**src/rtl/adc_seq_pkg.sv**
```systemverilog
package adc_seq_pkg;
   localparam int BIT_ODM  = 7;
   localparam int BIT_RSB  = 6;
   localparam int BIT_ENA  = 1;
   localparam int BIT_SRST = 0;

   typedef enum logic [1:0] {ST_IDLE, ST_SETTLE, ST_CONV} seq_state_e;

   typedef struct packed {
      logic odm;
      logic rsb;
      logic ena;
   } ctrl_fields_t;
endpackage

```
**src/rtl/adc_ctrl_reg.sv**
```systemverilog
module adc_ctrl_reg
   import adc_seq_pkg::*;
#(
   parameter int SRST_CYC = 2,
   parameter int DW       = 8
) (
   input  logic          clk,
   input  logic          rst_n,
   input  logic          wr_en,
   input  logic [DW-1:0] wr_data,
   input  logic          lock,
   output logic [DW-1:0] rd_data,
   output ctrl_fields_t  fields,
   output logic          busy
);
   localparam int CW = $clog2(SRST_CYC + 1);

   if (SRST_CYC < 1) begin : g_bad_srst
      $error("SRST_CYC must be at least 1");
   end
   if (DW != 8) begin : g_bad_dw
      $error("DW must be 8");
   end

   ctrl_fields_t fields_q;
   logic         accept;
   logic         srst_hit;

   assign accept   = wr_en && !lock && !busy;
   assign srst_hit = accept && wr_data[BIT_SRST];

   always_ff @(posedge clk or negedge rst_n) begin
      if (!rst_n) begin
         fields_q <= '0;
      end else if (srst_hit) begin
         fields_q <= '0;
      end else if (accept) begin
         fields_q.odm <= wr_data[BIT_ODM];
         fields_q.rsb <= wr_data[BIT_RSB];
         fields_q.ena <= wr_data[BIT_ENA];
      end
   end

   if (SRST_CYC == 1) begin : g_busy_flop
      logic busy_q;
      always_ff @(posedge clk or negedge rst_n) begin
         if (!rst_n) busy_q <= 1'b0;
         else        busy_q <= srst_hit;
      end
      assign busy = busy_q;
   end else begin : g_busy_cnt
      logic [CW-1:0] cnt_q;
      always_ff @(posedge clk or negedge rst_n) begin
         if (!rst_n)            cnt_q <= '0;
         else if (cnt_q != '0)  cnt_q <= cnt_q - 1'b1;
         else if (srst_hit)     cnt_q <= CW'(SRST_CYC);
      end
      assign busy = (cnt_q != '0);
   end

   assign fields = fields_q;

   always_comb begin
      rd_data           = '0;
      rd_data[BIT_ODM]  = fields_q.odm;
      rd_data[BIT_RSB]  = fields_q.rsb;
      rd_data[BIT_ENA]  = fields_q.ena;
      rd_data[BIT_SRST] = busy;
   end

   assert_busy_clears_R3: assert property (@(posedge clk) disable iff (!rst_n)
      busy |-> (fields_q == '0));
   assert_lock_hold_R5: assert property (@(posedge clk) disable iff (!rst_n)
      lock |=> $stable(fields_q));
   assert_busy_write_R6: assert property (@(posedge clk) disable iff (!rst_n)
      (busy && $past(busy)) |-> $stable(fields_q));
endmodule

```
**src/rtl/adc_seq_fsm.sv**
```systemverilog
module adc_seq_fsm
   import adc_seq_pkg::*;
#(
   parameter int SETTLE_CYC = 3
) (
   input  logic         clk,
   input  logic         rst_n,
   input  ctrl_fields_t cfg,
   input  logic         busy,
   input  logic         trig,
   input  logic         conv_done,
   input  logic         inp_sel,
   input  logic         stby_req,
   output logic         ana_en,
   output logic         conv_start,
   output logic         clk_req,
   output logic         stby_ack
);
   localparam int SW = (SETTLE_CYC > 1) ? $clog2(SETTLE_CYC) : 1;

   if (SETTLE_CYC < 1) begin : g_bad_settle
      $error("SETTLE_CYC must be at least 1");
   end

   seq_state_e st_q, st_d;
   logic [SW-1:0] cnt_q;
   logic go, settle_end;
   logic ana_q, start_q, creq_q, ack_q;

   assign go         = trig && cfg.ena && !busy && (st_q == ST_IDLE) && !(ack_q && !cfg.rsb);
   assign settle_end = (st_q == ST_SETTLE) && (cnt_q == '0);

   always_comb begin
      st_d = st_q;
      unique case (st_q)
         ST_IDLE:   if (go) st_d = cfg.odm ? ST_SETTLE : ST_CONV;
         ST_SETTLE: if (cnt_q == '0) st_d = ST_CONV;
         ST_CONV:   if (conv_done) st_d = ST_IDLE;
         default:   st_d = ST_IDLE;
      endcase
      if (!cfg.ena || busy) st_d = ST_IDLE;
   end

   always_ff @(posedge clk or negedge rst_n) begin
      if (!rst_n) begin
         st_q    <= ST_IDLE;
         cnt_q   <= '0;
         ana_q   <= 1'b0;
         start_q <= 1'b0;
         creq_q  <= 1'b0;
         ack_q   <= 1'b0;
      end else begin
         st_q <= st_d;
         if (go)                      cnt_q <= SW'(SETTLE_CYC - 1);
         else if (st_q == ST_SETTLE)  cnt_q <= cnt_q - 1'b1;
         start_q <= (go && !cfg.odm) || (settle_end && cfg.ena && !busy);
         ana_q   <= cfg.odm ? (st_d != ST_IDLE) : (cfg.ena && inp_sel);
         creq_q  <= stby_req && cfg.rsb && (st_d != ST_IDLE);
         ack_q   <= stby_req && (cfg.rsb || st_d == ST_IDLE);
      end
   end

   assign ana_en     = ana_q;
   assign conv_start = start_q;
   assign clk_req    = creq_q;
   assign stby_ack   = ack_q;

   assert_start_pulse_R8: assert property (@(posedge clk) disable iff (!rst_n)
      conv_start |=> !conv_start);
   assert_start_powered_R8: assert property (@(posedge clk) disable iff (!rst_n)
      (conv_start && cfg.odm) |-> ana_en);
   assert_disabled_trig_R10: assert property (@(posedge clk) disable iff (!rst_n)
      !cfg.ena |=> !conv_start);
   assert_stby_wait_R11: assert property (@(posedge clk) disable iff (!rst_n)
      (stby_ack && !cfg.rsb) |-> (st_q == ST_IDLE));
   assert_clkreq_R12: assert property (@(posedge clk) disable iff (!rst_n)
      clk_req |-> $past(stby_req));
endmodule

```
**src/rtl/adc_pwr_seq.sv**
```systemverilog
module adc_pwr_seq
   import adc_seq_pkg::*;
#(
   parameter int SRST_CYC   = 2,
   parameter int SETTLE_CYC = 3,
   parameter int DW         = 8
) (
   input  logic          clk,
   input  logic          rst_n,
   input  logic          wr_en,
   input  logic [DW-1:0] wr_data,
   input  logic          lock,
   output logic [DW-1:0] rd_data,
   output logic          sync_busy,
   output logic          periph_rst,
   input  logic          trig,
   input  logic          conv_done,
   input  logic          inp_sel,
   input  logic          stby_req,
   output logic          ana_en,
   output logic          conv_start,
   output logic          clk_req,
   output logic          stby_ack
);
   ctrl_fields_t fields;
   logic         busy;

   adc_ctrl_reg #(.SRST_CYC(SRST_CYC), .DW(DW)) u_reg (
      .clk     (clk),
      .rst_n   (rst_n),
      .wr_en   (wr_en),
      .wr_data (wr_data),
      .lock    (lock),
      .rd_data (rd_data),
      .fields  (fields),
      .busy    (busy)
   );

   adc_seq_fsm #(.SETTLE_CYC(SETTLE_CYC)) u_seq (
      .clk        (clk),
      .rst_n      (rst_n),
      .cfg        (fields),
      .busy       (busy),
      .trig       (trig),
      .conv_done  (conv_done),
      .inp_sel    (inp_sel),
      .stby_req   (stby_req),
      .ana_en     (ana_en),
      .conv_start (conv_start),
      .clk_req    (clk_req),
      .stby_ack   (stby_ack)
   );

   assign sync_busy  = busy;
   assign periph_rst = busy;

   assert_rdbit_R3: assert property (@(posedge clk) disable iff (!rst_n)
      sync_busy |-> (rd_data == 8'h01));
endmodule

```
**config.mk**
```make
export PLATFORM = sky130hd
export DESIGN_NAME = adc_pwr_seq
export DESIGN_NICKNAME = d
export VERILOG_FILES = /design/src/rtl/adc_seq_pkg.sv /design/src/rtl/adc_ctrl_reg.sv /design/src/rtl/adc_seq_fsm.sv /design/src/rtl/adc_pwr_seq.sv
export SDC_FILE = /design/constraint.sdc
export NUM_CORES = 1
export LEC_CHECK = 0
export ABC_CLOCK_PERIOD_IN_PS = 3400
export BUFFER_PORTS_ARGS = -buffer_cell sky130_fd_sc_hd__buf_2
export CORE_MARGIN = 2
export CORE_UTILIZATION = 50
export CTS_BUF_LIST = sky130_fd_sc_hd__clkbuf_2
export DETAILED_ROUTE_END_ITERATION = 10
export HOLD_SLACK_MARGIN = 0.02
export PLACE_DENSITY = 0.88
export SYNTH_ARGS = -nofsm -noshare
export SYNTH_HDL_FRONTEND = slang
export SYNTH_SLANG_ARGS = --single-unit
```
**constraint.sdc**
```tcl
create_clock -name clk -period 3.4 [get_ports clk]
set_input_delay 0.17 -clock clk [delete_from_list [all_inputs] [get_ports clk]]
set_output_delay 0.17 -clock clk [all_outputs]
set_load 0.005 [all_outputs]
```
==> results_dict.tcl <==
set metrics [dict create \
    setup_viol 0 \
    antenna_cells 0 \
    synthCells 75 \
    first_pass_iters 4 \
    drc_errors 0 \
    crit_path_end "sync_busy" \
    layout.nets 116 \
    fill_cells 118 \
    max_cap_violations 0 \
    rrSetupSlack_ps 2040 \
    start_kind "register" \
    path_cells "inv_1 > ha_1 > inv_1 > buf_2" \
    clockBufferDepth 2 \
    grt_max_degree 14 \
    reg2reg_from "u_reg.g_busy_cnt.cnt_q[0]$_DFFE_PN0P_" \
    reg2regPathDepth 4 \
    cp.depth 4 \
    drive_gt1_share_pct 31.3 \
    cp_slowest_cell "dfrtp_1" \
    place_congestion 0.714 \
    area_growth_pct 13.7 \
    slew_viol_final 0 \
    path_clk_slew_ps 130 \
    synth_top_area_share_pct 43.9 \
    setup_tns_ps 0 \
    leakage_nw 0.424 \
    die_h_um 42.5 \
    initial_core_util_pct 54.9 \
    htree_levels 1 \
    ys_seq_area_share_pct 43.9 \
    core-area_um2 1350 \
    postLayoutCoreUtil_pct 62.4 \
    synth_area_leaders "dfrtp_1 44%, buf_4 7.1%, ha_1 5.1%" \
    yosysTopAreaCell "dfrtp_1" \
    cp_data_arrival_time_ps 1300 \
    cpMostUsedCell "inv_1" \
    die_w_um 42.5 \
    finClkSkew_ps 11.3 \
    ioPinCount 30 \
    grt_pass1_wl_mm 2.20 \
    endpoint_kind "output pin" \
    wl_per_cell_um 12.2 \
    post_cts_resized 0 \
    wl_mm 1.36 \
    async_flop_share_pct 100 \
    worstSkewPairLatency_ps 270 \
    synth-main-ff-cell "dfrtp_1" \
    drt_iter0_markers 8 \
    critPathKind "register to output pin" \
    layout_common_cells "21 x buf_2, 13 x dfrtp_1, 8 x nand2_1" \
    clock.fmax_mhz 682 \
    io_buffers 21 \
    path_delay_family "flip-flops" \
    cts_buffers 3 \
    grt_use_total_pct 16.8 \
    cts_tree "built" \
    cp-startpoint "u_reg.g_busy_cnt.cnt_q[0]$_DFFE_PN0P_" \
    min_path_type "input pin to register" \
    max-vdd-ir-drop_mv 0.419 \
    cp.required_ps 3230 \
    hold_violations 0 \
    layout_commonest_cell "buf_2" \
    vias_per_cell 5.37 \
    rsz0062_at_grt "no" \
    antenna_found_initial 0 \
    drtAntennaViolNets 0 \
    status "complete, no violations" \
    slowest_delay_ps 390 \
    cts_root_buf "clkbuf_2" \
    yosys_warnings 0 \
    dieArea_um2 1810 \
    grt.overflow.total 0 \
    reg2reg_to "u_seq.cnt_q[0]$_DFFE_PN0P_" \
    ys_seq_elements 13 \
    power_density_nw_per_um2 628 \
    synth-edff-count 0 \
    synth_area_um2 741 \
    hpwl_mm 1.03 \
    worst-path-max-fanout 7 \
    path_buf_inv 3 \
    rows 13 \
    period_share_pct 43.1 \
    cts.sinks 13 \
    first_global_vias 570 \
    synthDistinctLibCells 30 \
    vias 596 \
    synth.avg_cell_area_um2 9.88 \
    post-route-min-period_ps 1470 \
]
## area by class of cell
cell class,count,area (µm²),area share (%)
Multi-Input combinational cell,51,340,40.4
Sequential cell,13,325,38.6
Timing Repair Buffer,22,115,13.7
Inverter,6,22.5,2.67
Clock buffer,4,20.0,2.38
Tap cell,15,18.8,2.23
## flip-flops by register name, summed over array words and instances, names as in the netlist
signal,cells
u_seq.st_q,2
u_reg.g_busy_cnt.cnt_q,2
u_seq.clk_req,1
u_seq.cnt_q,2
u_seq.conv_start,1
u_reg.fields,3
u_seq.stby_ack,1
u_seq.ana_en,1
## metrics by stage
| stage | setup WS [ps] | instances | power [mW] | hold WS, ps | instance area [µm²] |
|---|---|---|---|---|---|
| final | 1930 | 111 | 0.529 | 121 | 842 |
| after global routing | 1820 | 111 | 0.571 | 105 | 842 |
| after floorplan | 2190 | 78 | 0.389 | -126 | 752 |
| after global placement | 2090 | 106 | 0.434 | 62.6 | 812 |
| after detailed placement | 2080 | 106 | 0.446 | 72.6 | 812 |
| after CTS | 1900 | 111 | 0.535 | 112 | 842 |
## worst register-to-register path, stage by stage (launching register included)
cell	delay (ps)
dfrtp_1	390
inv_1	90
ha_1	310
nand4_2	140
a221o_1	310
## synth_stat cells (2+ instances only)
master,number
dfrtp_1,13
nand2_1,8
buf_4,7
inv_1,6
nand2b_1,4
nor2_1,4
a211oi_1,3
ha_1,3
o21ai_0,3
a21oi_1,2
nand3_1,2
nand3b_1,2
## worst min path at each step
stage	startpoint	endpoint	slack, ps	depth (start not counted)
6_report	stby_req	u_seq.stby_ack$_DFF_PN0_	120	2
5_1_grt	stby_req	u_seq.stby_ack$_DFF_PN0_	110	2
4_1_cts	stby_req	u_seq.stby_ack$_DFF_PN0_	110	2
3_3_place_gp	rst_n	u_seq.ana_en$_DFF_PN0_	60	1
3_5_place_dp	rst_n	u_reg.fields[0]$_DFFE_PN0P_	70	1
2_1_floorplan	rst_n	u_reg.fields[0]$_DFFE_PN0P_	-130	0
## power breakdown
group | switching, mW | internal (mW)
clock | 0.0501 | 0.0312
combinational | 0.110 | 0.101
sequential | 0.0398 | 0.196
total | 0.200 | 0.329
## metal layers
metal	vias up	wire length, µm	track usage, %
met5	-	0	0
met4	0	17	10.0
met3	4	92	6.47
met2	25	691	29.2
met1	274	553	16.7
li1	293	-	-
## cells by family after synthesis
family          synth area share, %
compound gates                 14.2
fa+ha+maj                      5.07
buf+inv                        11.7
flops                          43.9
mux                            2.87
other cells                   0.506
simple gates                   21.8
## timing repair
item,CTS,global route
hold buffers,1,0
setup buffers,0,0
hold endpoints to repair,13,0
(Power assumes the default switching activity.)
